$ cat config.mk
export PLATFORM = sky130hd
export DESIGN_NAME = multi_timer
export DESIGN_NICKNAME = d
export VERILOG_FILES = /design/src/rtl/tmr_pkg.sv /design/src/rtl/tmr_prescaler.sv /design/src/rtl/tmr_channel.sv /design/src/rtl/multi_timer.sv
export SDC_FILE = /design/constraint.sdc
export NUM_CORES = 1
export LEC_CHECK = 0
export BUFFER_PORTS_ARGS = -buffer_cell sky130_fd_sc_hd__buf_4
export CORE_MARGIN = 5
export CORE_UTILIZATION = 32
export DETAILED_ROUTE_END_ITERATION = 10
export HOLD_SLACK_MARGIN = 0.06
export PLACE_DENSITY_LB_ADDON = 0.12
export RECOVER_POWER = 25
export REMOVE_ABC_BUFFERS = 1
export SLEW_MARGIN = 20
export SYNTH_ARGS = -nofsm -noshare
export SYNTH_HDL_FRONTEND = slang
export SYNTH_SLANG_ARGS = --single-unit
$ cat constraint.sdc
create_clock -name clk -period 4.54 [get_ports clk]
set_input_delay 0.908 -clock clk [delete_from_list [all_inputs] [get_ports clk]]
set_output_delay 0.908 -clock clk [all_outputs]
set_load 0.01 [all_outputs]
$ cat src/rtl/tmr_pkg.sv
// Shared constants for the multi-channel timer: control field positions,
// the register word layout and the prescaler counter width.
package tmr_pkg;
    localparam int SEL_W     = 3;   // select code width, bits [2:0]
    localparam int IE_BIT    = 5;   // interrupt enable position
    localparam int UF_BIT    = 8;   // sticky underflow flag position
    localparam int PS_W      = 8;   // prescaler counter, max ratio 256
    localparam int WORDS_PER = 3;   // control, reload, counter
    localparam int CH_WORD0  = 1;   // first channel word after run register
endpackage

$ cat src/rtl/tmr_prescaler.sv
// Tick generator for one channel. It divides the clock by 4 << (2*code).
// Codes above 3 are treated as 3. It assumes run is a registered level.
// The divider restarts from zero while run is low.
module tmr_prescaler
    import tmr_pkg::*;
(
    input  logic             clk,
    input  logic             rst_n,
    input  logic             run,
    input  logic [SEL_W-1:0] sel,
    output logic             tick
);
    logic [PS_W-1:0] pcnt;
    logic [PS_W-1:0] lim;
    logic [1:0]      code;

    // Saturate the code and form the terminal count
    always_comb begin
        code = (sel > 3'd3) ? 2'd3 : sel[1:0];
        lim  = PS_W'((32'd4 << {code, 1'b0}) - 32'd1);
        tick = run && (pcnt >= lim);
    end

    // Divider counter, cleared while stopped and on each tick
    always_ff @(posedge clk) begin
        if (!rst_n)      pcnt <= '0;
        else if (!run)   pcnt <= '0;
        else if (tick)   pcnt <= '0;
        else             pcnt <= pcnt + 1'b1;
    end
endmodule

$ cat src/rtl/tmr_channel.sv
// One timer channel: down-counter, reload value, control fields and flag.
// It assumes the write strobes are one-hot and already decoded by the top.
// An underflow that sets the flag wins over a software clear in the same cycle.
module tmr_channel
    import tmr_pkg::*;
#(
    parameter int CNT_W = 32
) (
    input  logic             clk,
    input  logic             rst_n,
    input  logic             run,
    input  logic             ctrl_we,
    input  logic             const_we,
    input  logic             cnt_we,
    input  logic [CNT_W-1:0] wdata,
    output logic [CNT_W-1:0] count,
    output logic [CNT_W-1:0] constv,
    output logic [SEL_W-1:0] sel,
    output logic             ie,
    output logic             flag,
    output logic             irq
);
    logic tick;
    logic uf;

    tmr_prescaler u_ps (
        .clk   (clk),
        .rst_n (rst_n),
        .run   (run),
        .sel   (sel),
        .tick  (tick)
    );

    // Underflow is a tick that arrives while the count is zero
    always_comb uf = tick && (count == '0);

    // Level interrupt output
    always_comb irq = flag && ie;

    // Select code and interrupt enable fields
    always_ff @(posedge clk) begin
        if (!rst_n) begin
            sel <= '0;
            ie  <= 1'b0;
        end else if (ctrl_we) begin
            sel <= wdata[SEL_W-1:0];
            ie  <= wdata[IE_BIT];
        end
    end

    // Sticky flag: hardware sets it, a written 0 clears it
    always_ff @(posedge clk) begin
        if (!rst_n)                        flag <= 1'b0;
        else if (uf)                       flag <= 1'b1;
        else if (ctrl_we && !wdata[UF_BIT]) flag <= 1'b0;
    end

    // Reload value register
    always_ff @(posedge clk) begin
        if (!rst_n)        constv <= '0;
        else if (const_we) constv <= wdata;
    end

    // Counter: step, reload on underflow, or load while stopped
    always_ff @(posedge clk) begin
        if (!rst_n)              count <= '0;
        else if (uf)             count <= constv;
        else if (tick)           count <= count - 1'b1;
        else if (cnt_we && !run) count <= wdata;
    end
endmodule

$ cat src/rtl/multi_timer.sv
// Top of the multi-channel timer. It decodes the synchronous register bus,
// holds the shared run register and registers the read data.
// It assumes ADDR_W is wide enough to cover all channel words.
module multi_timer
    import tmr_pkg::*;
#(
    parameter int NUM_CH = 3,
    parameter int CNT_W  = 32,
    parameter int ADDR_W = 6
) (
    input  logic              clk,
    input  logic              rst_n,
    input  logic              bus_sel,
    input  logic              bus_wr,
    input  logic [ADDR_W-1:0] bus_addr,
    input  logic [CNT_W-1:0]  bus_wdata,
    output logic [CNT_W-1:0]  bus_rdata,
    output logic [NUM_CH-1:0] irq
);
    localparam int WW = ADDR_W - 2;

    logic [WW-1:0]                word;
    logic                         aligned;
    logic                         wr_hit;
    logic [NUM_CH-1:0]            run_q;
    logic [NUM_CH-1:0][CNT_W-1:0] ch_count;
    logic [NUM_CH-1:0][CNT_W-1:0] ch_const;
    logic [NUM_CH-1:0][CNT_W-1:0] ch_ctrl;
    logic [NUM_CH-1:0]            ch_flag;
    logic [CNT_W-1:0]             rd_mux;

    // Word index and alignment qualifier
    always_comb begin
        word    = bus_addr[ADDR_W-1:2];
        aligned = (bus_addr[1:0] == 2'b00);
        wr_hit  = bus_sel && bus_wr && aligned;
    end

    // Shared run register
    always_ff @(posedge clk) begin
        if (!rst_n)                     run_q <= '0;
        else if (wr_hit && word == '0)  run_q <= bus_wdata[NUM_CH-1:0];
    end

    for (genvar i = 0; i < NUM_CH; i++) begin : g_ch
        localparam int BW = CH_WORD0 + WORDS_PER * i;
        logic [SEL_W-1:0] sel_i;
        logic             ie_i;

        tmr_channel #(.CNT_W(CNT_W)) u_ch (
            .clk      (clk),
            .rst_n    (rst_n),
            .run      (run_q[i]),
            .ctrl_we  (wr_hit && word == WW'(BW)),
            .const_we (wr_hit && word == WW'(BW + 1)),
            .cnt_we   (wr_hit && word == WW'(BW + 2)),
            .wdata    (bus_wdata),
            .count    (ch_count[i]),
            .constv   (ch_const[i]),
            .sel      (sel_i),
            .ie       (ie_i),
            .flag     (ch_flag[i]),
            .irq      (irq[i])
        );

        // Control register view with unused bits reading zero
        always_comb begin
            ch_ctrl[i]             = '0;
            ch_ctrl[i][SEL_W-1:0]  = sel_i;
            ch_ctrl[i][IE_BIT]     = ie_i;
            ch_ctrl[i][UF_BIT]     = ch_flag[i];
        end
    end

    // Read data selection
    always_comb begin
        rd_mux = '0;
        if (aligned) begin
            if (word == '0) rd_mux[NUM_CH-1:0] = run_q;
            for (int i = 0; i < NUM_CH; i++) begin
                if (word == WW'(CH_WORD0 + WORDS_PER * i))     rd_mux = ch_ctrl[i];
                if (word == WW'(CH_WORD0 + WORDS_PER * i + 1)) rd_mux = ch_const[i];
                if (word == WW'(CH_WORD0 + WORDS_PER * i + 2)) rd_mux = ch_count[i];
            end
        end
    end

    // Registered read port
    always_ff @(posedge clk) begin
        if (!rst_n)                 bus_rdata <= '0;
        else if (bus_sel && !bus_wr) bus_rdata <= rd_mux;
    end
endmodule

* After elaboration in Yosys (flattened, before gate mapping) *
Index checks and enable logic that the tools add are counted.

cells by class
  bitwise operators = 4
  reduce and logical (&&, ||, !) cells = 47
  order comparisons = 6
  add/sub/neg operators = 9
  shift-type cells = 3
  eq/ne operators = 9
  multiplexer cells = 29

operators with widths
  kind                                                  count
  two-way mux 32 bit                                    18
  logical NOT 32 bit                                    3
  subtractor 32 x 1 -> 32 bit (second input constant)   3
  logical AND 1 bit                                     28
  adder 8 x 1 -> 8 bit (second input constant)          3
  greater-or-equal comparator 8 bit                     3
  << shifter 3 x 3 -> 8 bit (first input constant)      3
  subtractor 8 x 1 -> 8 bit (second input constant)     3
  equality test 4 x 3 -> 1 bit (second input constant)  4
  > comparator 3 x 2 -> 1 bit (second input constant)   3
  two-way mux 9 bit                                     1
  nonzero test 3 bit                                    3
  OR reduction 3 bit                                    3
  equality test 4 x 2 -> 1 bit (second input constant)  2
  equality test 4 bit (second input constant)           2
  two-way mux 1 bit                                     6
  two-way mux 2 bit                                     3
  nonzero test 2 bit                                    3
  logical NOT 1 bit                                     5
  equality test 4 x 1 -> 1 bit (second input constant)  1
  logical NOT 4 bit                                     1
  NOT 1 bit                                             4
  two-way mux 3 bit                                     1
  logical NOT 2 bit                                     1

word-level totals
  bits in registers = 266
  input bits = 42
  output and inout bits = 35

* Longest topological paths before layout *
  depth after elaboration = 12
  depth in mapped cells = 10

* Modules after synthesis *
Synthesis repeated with hierarchy kept, for this count alone.

unflattened totals
  cell total of the unflattened synthesis = 1,949
  area total of the unflattened synthesis = 15,826.4 µm²

modules (own cells, without submodules)
  module         seq. area each (µm²)  cells an instance  instances  area an instance (µm²)
  tmr_channel    1,381.3               440                3          3,758.6
  multi_timer    700.7                 485                1          3,191.8
  tmr_prescaler  160.2                 48                 3          452.9

* Worst setup path before layout *
No wires, ideal clock.

  path type = in2reg
  start point = input bus_addr[4]
  end point = register g_ch[0].u_ch.count[15]
  stages = 9
  path buffers = 4
  data required time = 4,408 ps
  arrival = 2,763 ps
  library setup time = 132 ps
  slack = 1,646 ps
  path through = buf_2 nor2_1 and2_1 buf_2 nor3b_1 buf_2 buf_2 mux2i_1 o32ai_1

between the ends
  cells in the longest elaborated chain, start to end = 4

RTL lines
  item                                 RTL line           text
  start: declaration                   multi_timer.sv:15  input logic [ADDR_W-1:0] bus_addr,
  equality test 4 x 2 -> 1 bit         multi_timer.sv:56  .cnt_we (wr_hit && word == WW'(BW + 2)),
  logical AND 1 bit                    multi_timer.sv:56
  logical AND 1 bit                    tmr_channel.sv:69  else if (cnt_we && !run) count <= wdata;
  nonzero test 3 bit (no source line)  -
  end signal: assignment               tmr_channel.sv:67  else if (uf) count <= constv;
  end signal: assignment               tmr_channel.sv:68  else if (tick) count <= count - 1'b1;
  end signal: assignment               tmr_channel.sv:69
  end: declaration                     tmr_channel.sv:16  output logic [CNT_W-1:0] count,

Every way passes these cells.
A chain may end at the register's enable or synchronous reset.

* Final worst setup path *
  start point = input bus_addr[2]
  end point = register bus_rdata[0]

between the ends
  cells in the longest elaborated chain, start to end = 12

RTL lines
  item                    RTL line           text
  logical NOT 4 bit       multi_timer.sv:79  if (word == '0) rd_mux[NUM_CH-1:0] = run_q;
  two-way mux 3 bit       multi_timer.sv:79
  two-way mux 9 bit       multi_timer.sv:81  if (word == WW'(CH_WORD0 + WORDS_PER * i)) rd_mux = ch_ctrl[i];
  two-way mux 32 bit      multi_timer.sv:82  if (word == WW'(CH_WORD0 + WORDS_PER * i + 1)) rd_mux = ch_const[i];
  two-way mux 32 bit      multi_timer.sv:83  if (word == WW'(CH_WORD0 + WORDS_PER * i + 2)) rd_mux = ch_count[i];
  two-way mux 32 bit      multi_timer.sv:81
  two-way mux 32 bit      multi_timer.sv:82
  two-way mux 32 bit      multi_timer.sv:83
  two-way mux 32 bit      multi_timer.sv:81
  two-way mux 32 bit      multi_timer.sv:82
  two-way mux 32 bit *    multi_timer.sv:83
  two-way mux 32 bit *    multi_timer.sv:78  if (aligned) begin
  end signal: assignment  multi_timer.sv:91  else if (bus_sel && !bus_wr) bus_rdata <= rd_mux;
  end: declaration        multi_timer.sv:17  output logic [CNT_W-1:0] bus_rdata,

Mark *: on every way between the ends. The rest lies on a longest branch, timed or not.

==> summary.md <==
| Metric | Value |
|---|---|
| Post-CTS Setup Bufs | `0` |
| FF+latch count, synth | `266` |
| Number of max-cap violations | `1` |
| Vias per cell | `5.81` |
| Busiest grt layer | `met2` |
| RSZ-0062 raised after global routing | `no` |
| Fill count | `4687` |
| FF/Latch Area | `5330 um2` |
| Antenna violations before repair | `0` |
| Hold WS | `0.459 ns` |
| Routed vias | `14300` |
| Most frequent cells in the layout | `293 x nand2_1, 266 x dfxtp_1, 191 x a21oi_1, 169 x nor2_1, 86 x buf_4` |
| Core ar. | `44300 um2` |
| Peak VDD IR | `234 uV` |
| Failing checks | `max-capacitance violations, max-slew violations` |
| First-pass GRT wire length | `87.8 mm` |
| CP max FO | `33` |
| Clock skew | `0.0201 ns` |
| Synthesized instance count | `1841` |
| WS Path Type | `primary input to register` |
| Final Hold Viols | `0` |
| Ys flop type | `dfxtp_1` |
| Cell Area, Synth | `14300 um2` |
| Crit start category | `primary input` |
| Hold buffers post-CTS | `0` |
| Area post-placement | `15500 um2` |
| Initial DRC count | `1431` |
| M1 GR Usage | `31.2%` |
| Per-cell routed wire length | `23.4 um` |
| Sw frac | `24.9%` |
| CTS Buf Count | `34` |
| Worst Max-Slew Pin Slew | `2.24 ns` |
| Dominant cells by area after synthesis | `dfxtp_1 37%, nand2_1 7.7%, a21oi_1 6.7%, a22oi_1 4.4%, nor2_1 4.4%` |
| Internal Pwr Total | `4.04 mW` |
| Antenna Cells | `0` |
| I/O Pins | `77` |
| Slew Viols, Final | `34` |
| Commonest non-fill, non-tap cell in the layout | `nand2_1` |
| Gr ovfl total | `0` |
| Largest net degree at the start of global routing | `85` |
| Die Span X | `222 um` |
| Dpl hpwl | `38.8 mm` |
| Met2 usage | `36.1%` |
| Die height | `222 um` |
| Drt pass-1 iters | `5` |
| Share of cells above drive strength 1 | `9.82%` |
| Placer Congestion | `0.868` |
| Port bufs | `76` |
| Sink Count | `266` |
| Netlist cell types | `74` |
| Multi-input combinational cell area | `8410 um2` |
| DRC viols | `0` |
| Worst Hold Class | `register to register` |
| Comb pwr share | `6.5%` |
| Antenna Nets Post-Route | `0` |
| CTS H-tree depth | `2` |
| Setup-failing EPs final | `0` |
| Critical R2R Launch | `g_ch[2].u_ch.count[11]$_SDFFE_PN0P_` |
| GRT Resource Usage Total | `22.6%` |
| Worst slew margin | `-49.0%` |
| Seq/Total Area, Yosys | `37.1%` |
| Psw | `1.34 mW` |
| Die ar. | `49200 um2` |
| Status | `finished, violations left` |
| Part of the cycle the worst path needs | `83.3%` |
| Fin area | `16500 um2` |
| Asr flop ratio synth | `0%` |
| Final wirelength | `57.8 mm` |
| Cell Rows | `77` |
| Fin util | `37.2%` |
| Max Fclk | `264 MHz` |
| Longest Clk Path Bufs | `3` |
| Lkg Pwr | `5.72 nW` |
| Seq pwr share | `43.7%` |
| Top cell type's share of synthesized area | `37.1%` |
| Fin nets | `1921` |
| Clk_lat worst skew | `0.55 ns` |
| Vias in the first global route | `13800` |
| Hold Startpoint | `bus_rdata[2]$_SDFFE_PN0P_` |
| Crit path DAT | `4.26 ns` |
| Initial core utilization | `32.4%` |
| Post-CTS resize count | `0` |
| Met3 Usage GRT | `3.46%` |
| Worst Path Required | `5.01 ns` |
| Period minus WS final | `3.78 ns` |
| TritonCTS clock tree | `yes` |
| Power share of the clock group | `49.9%` |
| Synth warnings | `0` |
| Post-synth top area cell | `dfxtp_1` |
| Setup crit end kind | `register` |
| Root buffer cell | `clkbuf_16` |
| Critical path origin | `bus_addr[2]` |
| Clock slew at reported path FFs | `0.06 ns` |
| Pwr Density | `326 nW/um2` |
| P&R area growth vs syn | `14.9%` |
| Mean Syn Cell Area | `7.79 um2` |
| Post-synth EDFFs | `0` |
==> metrics by stage <==
stage / power, mW / TNS, ns / setup WS, ns / cells
after floorplan: 2.56 / -72.06 / -1.43 / 1693
after global placement: 2.74 / 0 / 1.21 / 2411
after detailed placement: 2.74 / 0 / 1.14 / 2411
after CTS: 5.44 / 0 / 1.48 / 2466
after global routing: 5.57 / 0 / 0.659 / 2466
final: 5.38 / 0 / 0.758 / 2466
==> critical path, cell delays in order <==
cell and delay [ns]:
buf_4 0.17, nor2b_1 0.14, clkbuf_1 0.33, and3b_1 0.22, clkbuf_1 1.58, a221o_1 0.32, a2111oi_0 0.12, a211o_1 0.32
a21oi_1 0.12
==> state kept, by name, indices dropped and copies added (netlist names) <==
name and count:
run_q 3, g_ch.u_ch.count 96, g_ch.u_ch.sel 9, g_ch.u_ch.constv 96, g_ch.u_ch.u_ps.pcnt 24, g_ch.u_ch.flag 3, g_ch.u_ch.ie 3, bus_rdata 32
==> synthesized netlist by cell type (4+ instances only) <==
library cell	number
a211oi_1	41
buf_2	11
o211ai_1	8
ha_1	24
nor3b_1	5
a21oi_1	191
or4_1	11
a311oi_1	14
xnor2_1	28
nand2_1	293
nand4_1	17
nor3_1	49
a22oi_1	85
o21a_1	7
o21ai_0	71
mux2_2	17
nor4_1	35
inv_1	18
nor2b_1	12
o31a_1	4
and2_1	10
clkbuf_1	130
nor2_1	169
o32ai_1	10
and3_1	17
a2bb2oi_1	4
a31oi_1	38
mux2i_1	44
nand2b_1	7
dfxtp_1	266
o221ai_1	22
o22ai_1	7
or3_1	21
o221a_2	5
nand3_1	38
xor2_1	43
==> power by group through the flow <==
stage	clock, mW	combinational (mW)	sequential (mW)
6_report	2.68	0.348	2.35
5_1_grt	2.86	0.372	2.35
4_1_cts	2.75	0.346	2.35
3_5_place_dp	0	0.345	2.40
3_3_place_gp	0	0.344	2.40
2_1_floorplan	0	0.160	2.40
==> logic make-up (layout without fill, tap and decap cells) <==
kind of cell / after synthesis / after routing / synth area share (%)
buffers and inverters: 167 / 200 / 4.61
DFF: 266 / 266 / 37.1
AOI/OAI and AO/OA: 546 / 546 / 24.6
and+or+nand+nor: 705 / 705 / 22.7
adders and majority gates: 24 / 24 / 2.09
xor gates and xnor gates: 71 / 71 / 4.34
muxes: 62 / 62 / 4.56
==> path summary, 6_finish.rpt <==
kind,endpoint,slack (ns),depth (start not counted)
hold / removal,bus_rdata[2]$_SDFFE_PN0P_,0.46,2
setup reg to reg,g_ch[2].u_ch.count[31]$_SDFFE_PN0P_,1.39,6
hold reg to reg,bus_rdata[2]$_SDFFE_PN0P_,0.46,2
setup / recovery,bus_rdata[0]$_SDFFE_PN0P_,0.76,9
==> routing by layer <==
metal	part of all wire, %	wire [um]	up-vias
met5	0	0	-
met1	45	26200	6944
met2	46	26300	529
li1	-	-	6750
met4	2.9	1670	0
met3	6.2	3590	104
==> cell type report <==
class                      instances  share of cell area [%]
clock buffer                      46                    5.87
multi-input combinational       1408                    51.1
tap                              592                    4.50
timing repair buffer             126                    5.15
clock inverter                     9                   0.623
sequential                       266                    32.3
inverter                          19                   0.463
(Power assumes the default switching activity.)
